===== config.mk =====
export PLATFORM = sky130hd
export DESIGN_NAME = cpu_speed_ctrl
export DESIGN_NICKNAME = d
export VERILOG_FILES = /design/src/rtl/spd_pkg.sv /design/src/rtl/spd_cfg_bank.sv /design/src/rtl/spd_nest_track.sv /design/src/rtl/spd_divider.sv /design/src/rtl/cpu_speed_ctrl.sv
export SDC_FILE = /design/constraint.sdc
export NUM_CORES = 1
export LEC_CHECK = 0
export ABC_CLOCK_PERIOD_IN_PS = 5900
export BUFFER_PORTS_ARGS = -buffer_cell sky130_fd_sc_hd__buf_4
export CAP_MARGIN = 20
export CORE_UTILIZATION = 30
export DETAILED_ROUTE_END_ITERATION = 10
export MAX_ROUTING_LAYER = met4
export PLACE_DENSITY_LB_ADDON = 0.1
export SLEW_MARGIN = 40
export SYNTH_ARGS = -nofsm -noshare
export SYNTH_HDL_FRONTEND = slang
export SYNTH_HIERARCHICAL = 1
export SYNTH_SLANG_ARGS = --single-unit

===== constraint.sdc =====
create_clock -name clk -period 5.9 [get_ports clk]
set_input_delay 0.295 -clock clk [delete_from_list [all_inputs] [get_ports clk]]
set_output_delay 0.295 -clock clk [all_outputs]
set_load 0.01 [all_outputs]

===== src/rtl/spd_pkg.sv =====
package spd_pkg;
  parameter int SPD_EXP_W = 3;

  typedef enum logic [1:0] {
    SRC_MAIN = 2'd0,
    SRC_RTC  = 2'd1,
    SRC_PLL  = 2'd2,
    SRC_RSVD = 2'd3
  } src_e;

  typedef struct packed {
    src_e                 src;
    logic                 main_off;
    logic                 pll_off;
    logic [SPD_EXP_W-1:0] exp;
  } speed_cfg_t;

  localparam speed_cfg_t CFG_RESET = '{src: SRC_MAIN, main_off: 1'b0,
                                       pll_off: 1'b0, exp: '0};

  function automatic logic cfg_ok(speed_cfg_t c);
    return (c.src != SRC_RSVD)
        && !(c.src == SRC_MAIN && c.main_off)
        && !(c.src == SRC_PLL && c.pll_off);
  endfunction
endpackage


===== src/rtl/spd_cfg_bank.sv =====
module spd_cfg_bank
  import spd_pkg::*;
(
  input  logic       clk,
  input  logic       rst_n,
  input  logic       wr_en,
  input  logic       wr_isr,
  input  speed_cfg_t wr_cfg,
  output speed_cfg_t norm_cfg,
  output speed_cfg_t isr_cfg
);
  localparam int SLOTS = 2;

  speed_cfg_t slot_q [SLOTS];
  logic       wr_legal;

  assign wr_legal = cfg_ok(wr_cfg);

  for (genvar g = 0; g < SLOTS; g++) begin : g_slot
    always_ff @(posedge clk or negedge rst_n) begin
      if (!rst_n) begin
        slot_q[g] <= CFG_RESET;
      end else if (wr_en && wr_legal && (wr_isr == (g == 1))) begin
        slot_q[g] <= wr_cfg;
      end
    end
  end

  assign norm_cfg = slot_q[0];
  assign isr_cfg  = slot_q[1];

  AST_REJECT_KEEPS: assert property (@(posedge clk) disable iff (!rst_n)
    (wr_en && !wr_legal) |=> ($stable(slot_q[0]) && $stable(slot_q[1])));
  AST_NORM_LEGAL: assert property (@(posedge clk) disable iff (!rst_n)
    cfg_ok(slot_q[0]));
  AST_OTHER_SLOT_KEPT: assert property (@(posedge clk) disable iff (!rst_n)
    (wr_en && wr_isr) |=> $stable(slot_q[0]));
endmodule


===== src/rtl/spd_nest_track.sv =====
module spd_nest_track #(
  parameter int DEPTH_W = 4
) (
  input  logic clk,
  input  logic rst_n,
  input  logic enter,
  input  logic ret,
  output logic in_isr
);
  localparam logic [DEPTH_W-1:0] DEPTH_MAX = '1;

  logic [DEPTH_W-1:0] depth_q;

  always_ff @(posedge clk or negedge rst_n) begin
    if (!rst_n) begin
      depth_q <= '0;
    end else begin
      unique case ({enter, ret})
        2'b10:   if (depth_q != DEPTH_MAX) depth_q <= depth_q + 1'b1;
        2'b01:   if (depth_q != '0) depth_q <= depth_q - 1'b1;
        default: depth_q <= depth_q;
      endcase
    end
  end

  assign in_isr = (depth_q != '0);

  AST_DEPTH_CEILING: assert property (@(posedge clk) disable iff (!rst_n)
    (enter && !ret && depth_q == DEPTH_MAX) |=> (depth_q == DEPTH_MAX));
  AST_DEPTH_FLOOR: assert property (@(posedge clk) disable iff (!rst_n)
    (ret && !enter && depth_q == '0) |=> (depth_q == '0));
  AST_DEPTH_BOTH: assert property (@(posedge clk) disable iff (!rst_n)
    (enter && ret) |=> $stable(depth_q));
endmodule


===== src/rtl/spd_divider.sv =====
module spd_divider
  import spd_pkg::*;
(
  input  logic       clk,
  input  logic       rst_n,
  input  speed_cfg_t target,
  output logic       core_ce,
  output speed_cfg_t active
);
  localparam int CNT_W = (1 << SPD_EXP_W) - 1;

  logic [CNT_W-1:0] cnt_q;
  speed_cfg_t       act_q;

  function automatic logic [CNT_W-1:0] span_m1(logic [SPD_EXP_W-1:0] e);
    logic [CNT_W:0] one;
    one = 1;
    return CNT_W'((one << e) - 1'b1);
  endfunction

  assign core_ce = (cnt_q == '0);
  assign active  = act_q;

  always_ff @(posedge clk or negedge rst_n) begin
    if (!rst_n) begin
      cnt_q <= '0;
      act_q <= CFG_RESET;
    end else if (core_ce) begin
      cnt_q <= span_m1(target.exp);
      act_q <= target;
    end else begin
      cnt_q <= cnt_q - 1'b1;
    end
  end

  AST_CE_COUNTDOWN: assert property (@(posedge clk) disable iff (!rst_n)
    !core_ce |=> (cnt_q == $past(cnt_q) - 1'b1));
  AST_ACTIVE_AT_WRAP: assert property (@(posedge clk) disable iff (!rst_n)
    !core_ce |=> $stable(act_q));
  AST_ACTIVE_SRC_LIVE: assert property (@(posedge clk) disable iff (!rst_n)
    !((act_q.src == SRC_MAIN && act_q.main_off) ||
      (act_q.src == SRC_PLL && act_q.pll_off) ||
      (act_q.src == SRC_RSVD)));
endmodule


===== src/rtl/cpu_speed_ctrl.sv =====
module cpu_speed_ctrl
  import spd_pkg::*;
#(
  parameter int DEPTH_W = 4
) (
  input  logic                 clk,
  input  logic                 rst_n,
  input  logic                 cmd_valid,
  output logic                 cmd_ready,
  input  logic                 cmd_target,
  input  logic [SPD_EXP_W-1:0] cmd_div_exp,
  input  logic [1:0]           cmd_src,
  input  logic                 cmd_osc_off,
  input  logic                 cmd_pll_off,
  input  logic                 irq_enter,
  input  logic                 irq_return,
  output logic                 core_ce,
  output logic                 timer_ce,
  output logic [1:0]           src_sel,
  output logic                 osc_en,
  output logic                 pll_en
);
  speed_cfg_t wr_cfg, norm_cfg, isr_cfg, target, active;
  logic       in_isr, wr_en;

  assign wr_cfg = '{src: src_e'(cmd_src), main_off: cmd_osc_off,
                    pll_off: cmd_pll_off, exp: cmd_div_exp};
  assign cmd_ready = core_ce;
  assign wr_en     = cmd_valid && core_ce;

  spd_cfg_bank u_bank (
    .clk(clk), .rst_n(rst_n), .wr_en(wr_en), .wr_isr(cmd_target),
    .wr_cfg(wr_cfg), .norm_cfg(norm_cfg), .isr_cfg(isr_cfg)
  );

  spd_nest_track #(.DEPTH_W(DEPTH_W)) u_nest (
    .clk(clk), .rst_n(rst_n), .enter(irq_enter), .ret(irq_return),
    .in_isr(in_isr)
  );

  assign target = in_isr ? isr_cfg : norm_cfg;

  spd_divider u_div (
    .clk(clk), .rst_n(rst_n), .target(target), .core_ce(core_ce),
    .active(active)
  );

  assign timer_ce = 1'b1;
  assign src_sel  = active.src;
  assign osc_en   = !active.main_off;
  assign pll_en   = !active.pll_off;

  AST_SWITCH_AT_WRAP: assert property (@(posedge clk) disable iff (!rst_n)
    (core_ce && $changed(src_sel)) |-> $past(core_ce));
endmodule


==> results of run 1 <==
## final cells by class
class                   count  area (sq um)  area share
repair buffers             19         145.1     0.08129
multi-input cells          87         705.7      0.3952
flip-flops and latches     29         725.7      0.4064
clock buffers               7         86.33     0.04835
well taps                  67         83.83     0.04695
inverters                   7         38.79     0.02172
## path summary, 6_finish.rpt
check	depth (start not counted)	endpoint	slack, ns
min reg2reg	2	u_div/active[4]	0.47
min in group asynchronous	2	u_div/active[6]	0.48
max	10	u_div/cnt_q[6]	2.86
max reg2reg	10	u_div/cnt_q[6]	2.86
min	2	u_bank/norm_cfg[0]	0.27
max in group asynchronous	2	u_nest/depth_q[3]	5.14
## flip-flops by register name (all words and copies together) (netlist names)
register / flops
u_bank/norm_cfg: 7
u_nest/depth_q: 4
u_bank/isr_cfg: 7
u_div/cnt_q: 7
u_div/active: 4
## metal layers
layer | vias up | wire, microns | track usage
li1 | 492 | - | -
met1 | 466 | 1444 | 0.1542
met2 | 27 | 1300 | 0.1944
met3 | 2 | 113 | 0.04006
met4 | 0 | 25 | 0.07407
met5 | - | 0 | -
## repair_timing
action | CTS | global route
hold buffers | 1 | 0
setup buffers | 0 | 0
endpoints found under the setup margin | 0 | 0
gates resized for setup | 0 | 0
endpoints found under the hold margin | 29 | 0
## power breakdown
part	internal, mW	switching (mW)	leakage [nW]	total [mW]
clock	0.0923	0.0696	0.0443	0.162
sequential	0.287	0.0833	0.367	0.371
combinational	0.162	0.132	0.422	0.294
## cells in the final DEF, fill, tap and decap left out, drive strengths merged, types with 2 or more instances in the layout
cell / n
a21oi: 2
a31oi: 6
buf: 18
clkbuf: 7
dfrtp: 29
ha: 2
inv: 6
mux2: 22
nand2: 15
nand2b: 2
nor2: 7
nor3: 2
nor3b: 2
nor4: 3
o21ai: 3
or4: 3
xnor2: 5
## stage by stage
step | cells | hold WS (ns) | area (sq um)
CTS | 216 | 0.2561 | 1785
finish | 216 | 0.2674 | 1785
global route | 216 | 0.2515 | 1785
floorplan | 129 | -0.0005911 | 1516
global placement | 208 | 0.2463 | 1689
detailed placement | 208 | 0.2511 | 1689
==> run metrics, run 1 <==
clk_skew 0.003305 ns; wire per inst 13.35 microns; critical path class reg -> reg; outcome finished clean; CORE AREA 0.004786 sq mm; WP data required 6.07 ns; GRT Util Overall 0.1299; hpwl dp 2043 microns; CP max stage delay roughly 0.46 ns; CP max FO 7; first-pass GRT wire length roughly 5000 microns; TritonCTS Buffers 5; Slowest-stage cell, CP or3b_2; fraction of layout cells with a size suffix above 1 0.3691; TritonCTS clock tree built; largest net degree at the start of global routing 30; Setup WS post-layout 2.860 ns; max-cap viol count 0; drt first pass iters 4; Final Hold Viols 0; Ant. Diodes 0; FMAX 0.3289 GHz; DR vias/cell 4.569; RSZ-0062 raised after global routing no; Setup crit end kind flop; Synth Instances about 130; Final Cycle Share 0.5153; Hold Path Class in -> reg; # rows 25; Critical Path Start u_nest/depth_q[0]; post-layout min period 3.040 ns; Starting Density 0.3169; maximum vdd ir drop 0.1749 mV; Slew Limit Headroom 0.5836; die width 73.10 microns; Slew @ Worst Pin slightly above 0.6 ns; final wirelength 2883 microns; setup violators final 0; clock-pin transition on the worst setup and hold timing paths roughly 0.060 ns; Filler Cell Count 487; reg2reg start u_nest/depth_q[0]; Lkg Pwr ~0.83 nW; worst path cell trace nor4_4 -> inv_1 -> mux2_4 -> nor2_1 -> a31oi_1 -> ha_1 -> or3b_2 -> a31oi_1 -> a311oi_1 -> a211oi_1; Buf/Inv on CP 1; cell mode on critical path a31oi_1; post-layout net count 164; initial antenna violation count 0; synth warn 6; synthesized area 0.001516 sq mm; post-layout util 0.3731; Mapped Nets between 100 and 150; grt total ovfl 0; antenna violation net count after detailed routing 0; port bufs 18; Pwr Density 462.9 mW/mm^2; top cell family by delay on the critical path simple AND/OR/NAND/NOR gates; CP startpoint kind flop; via count 987; Die Y approximately 73 microns; pre-CTS setup slack 2.890 ns; area grow syn2layout 17.74%; root buf cell clkbuf_8; die footprint 0.005343 sq mm; drt initial violations 64; DRC violations left 0; Skew-Pair Late Insertion Delay around 0.27 ns; Max Transition Viols Final 0; total power 0.8266 mW; Sink Count 29; Data arrival, critical path approximately 3.2 ns; syn avg cell area between 10 and 15 sq um; Max clock buf depth 2; Hold Crit Start cmd_div_exp[0]; setup TNS 0 ns; vias in the first global route roughly 1100; final RePlAce weighted congestion around 0.86; H-tree Lvls 2; IO Count 20
Note: power is estimated with default switching activity, not from simulation.
==> inputs of run 2 (changes only) <==
--- a/config.mk
+++ b/config.mk
@@ -5,7 +5,7 @@
 export SDC_FILE = /design/constraint.sdc
 export NUM_CORES = 1
 export LEC_CHECK = 0
-export ABC_CLOCK_PERIOD_IN_PS = 5900
+export ABC_CLOCK_PERIOD_IN_PS = 3100
 export BUFFER_PORTS_ARGS = -buffer_cell sky130_fd_sc_hd__buf_4
 export CAP_MARGIN = 20
 export CORE_UTILIZATION = 30
==> constraint.sdc (replaced) <==
create_clock -name clk -period 3.1 [get_ports clk]
set_input_delay 0.155 -clock clk [delete_from_list [all_inputs] [get_ports clk]]
set_output_delay 0.155 -clock clk [all_outputs]
set_load 0.01 [all_outputs]
==> run metrics, run 2 (synthesis results as in run 1) <==
drt first pass iters 4 (unchanged); Final Cell Area 0.001799 sq mm (+0.77%); combinational power share 0.358 (+0.002); Hold Path Class in -> reg; critical path class reg -> reg; internal power 1.034 mW (+91%); Data arrival, critical path 3.02 ns (-0.19 ns); Setup crit end kind flop; Area after DPL 0.001689 sq mm (unchanged); RSZ-0062 raised after global routing no; placed cells 208 (unchanged); root buf cell clkbuf_8; wire per inst 13.03 microns (-2.4%); most common cell after layout, fill and taps aside dfrtp_1; DRC violations left 0 (unchanged); TritonCTS clock tree built; # rows 25 (unchanged); Final Cycle Share 0.9274 (+0.4122); Max Transition Viols Final 0 (unchanged); Final Hold Viols 0 (unchanged); fraction of layout cells with a size suffix above 1 0.3867 (+0.01754); FMAX 0.3478 GHz (+5.7%); GRT Util Overall 0.1273 (-0.002681); clock-pin transition on the worst setup and hold timing paths 0.06 ns (about the same); Seq pwr share 0.447 (-0.002); WP data required 3.24 ns (-2.83 ns); Lkg Pwr 0.8399 nW (+0.74%); setup TNS 0 ns (unchanged); largest net degree at the start of global routing 30 (unchanged); area grow syn2layout 18.65%; drt initial violations 53 (-17%); final wirelength 2827 microns (-1.9%); port bufs 18 (unchanged); Max clock buf depth 2 (unchanged); TritonCTS Buffers 5 (unchanged); Sink Count 29 (unchanged); Starting Density 0.3169 (unchanged); Slowest-stage cell, CP or4_1; total power 1.572 mW (+90%); die width 73.10 microns (unchanged); vias in the first global route 1046 (-4.1%); Pwr Density 873.9 mW/mm^2 (+89%); post-layout net count 165 (+0.61%); switch share 0.3425 (-0.001728); grt total ovfl 0 (unchanged); clk_skew 0.003706 ns (+0.0004008 ns); initial antenna violation count 0 (unchanged); hold_ws 0.1251 ns (-0.1423 ns); DR vias/cell 4.631 (+1.4%); Filler Cell Count 487 (unchanged); maximum vdd ir drop 0.3300 mV (+89%); CP startpoint kind flop; IO Count 20 (unchanged); Skew-Pair Late Insertion Delay 0.27 ns (about the same); max-cap viol count 0 (unchanged); CORE AREA 0.004786 sq mm (unchanged); Slew @ Worst Pin 0.6673 ns (+0.04834 ns); hpwl dp 2026 microns (-0.82%); most frequent cells in the layout 29 x dfrtp_1, 19 x buf_4, 15 x nand2_1; Die Y 73.10 microns (unchanged); die footprint 0.005343 sq mm (unchanged); setup violators final 0 (unchanged); worst path cell trace or4_4 -> or4_1 -> clkinv_8 -> a31oi_1 -> ha_1 -> or3b_2 -> a31oi_2 -> a311oi_1 -> a211oi_1; CP max FO 10 (+3); via count 1005 (+1.8%); clock share of power 0.195 (about the same); H-tree Lvls 2 (unchanged); Ant. Diodes 0 (unchanged); number of standard cells in the layout, taps in and fillers out 217 (+0.46%); Psw 0.5385 mW (+89%); outcome finished clean; CP max stage delay 0.60 ns (+0.14 ns); first-pass GRT wire length 4912 microns (-0.85%); Slew Limit Headroom 0.5511 (-0.03253); antenna violation net count after detailed routing 0 (unchanged); final RePlAce weighted congestion 0.8588 (about the same); post-layout min period 2.875 ns (-0.1650 ns)
-- run 2: cell type report --
| type | instances | area [sq um] | area share |
|---|---|---|---|
| well taps | 67 | 83.83 | 0.04659 |
| clock buffers | 7 | 86.33 | 0.04798 |
| flip-flops and latches | 29 | 725.7 | 0.4033 |
| multi-input cells | 87 | 711.9 | 0.3957 |
| repair buffers | 20 | 152.6 | 0.08484 |
| inverters | 7 | 38.79 | 0.02156 |
-- run 2: power groups by stage --
stage          clock network (mW)  registers [mW]  logic [mW]
2_1_floorplan                   0           0.657       0.465
3_3_place_gp                    0           0.706       0.546
3_5_place_dp                    0           0.707       0.556
4_1_cts                     0.322           0.700       0.560
5_1_grt                     0.347           0.731       0.626
6_report                    0.307           0.703       0.562
-- run 2: worst max-delay path: cells and delay by family, from the launching register on --
| kind | cells | cell delay [ns] |
|---|---|---|
| AOI/OAI and AO/OA | 4 | 0.60 |
| adders and majority gates | 1 | 0.23 |
| buffers and inverters | 1 | 0.13 |
| DFF | 1 | 0.42 |
| and+or+nand+nor | 3 | 1.37 |
-- run 2: metal layers --
layer  vias to the layer above  routed length [microns]  global-route usage
li1                        494                        -                   -
met1                       474                     1444              0.1700
met2                        35                     1220              0.1728
met3                         2                      143             0.04006
met4                         0                       17             0.06100
met5                         -                        0                   -
-- run 2: timing repair --
| action | 4_1_cts | 5_1_grt |
|---|---|---|
| gates resized for setup | 0 | 2 |
| setup endpoints to repair | 0 | 1 |
| endpoints found under the hold margin | 29 | 0 |
| hold buffers | 1 | 0 |
| buffers inserted | 0 | 1 |
-- run 2: metrics by stage --
stage               setup slack [ns]  utilization
floorplan                     0.2543            -
global placement              0.2346       0.3529
detailed placement            0.1308       0.3529
CTS                           0.1124       0.3731
global route                 0.02718       0.3759
finish                        0.2250       0.3759
-- run 2: path summary, 6_finish.rpt --
path / start / to / slack [ns] / cells after the start
worst max register to register: u_div/cnt_q[3] / u_div/cnt_q[6] / 0.22 / 9
max in group asynchronous: rst_n / u_bank/isr_cfg[2] / 2.47 / 2
min in group asynchronous: rst_n / u_div/active[5] / 0.34 / 2
worst max-delay path: u_div/cnt_q[3] / u_div/cnt_q[6] / 0.22 / 9
worst min-delay path: cmd_div_exp[0] / u_bank/isr_cfg[0] / 0.13 / 2
worst min register to register: u_div/active[4] / u_div/active[4] / 0.48 / 2
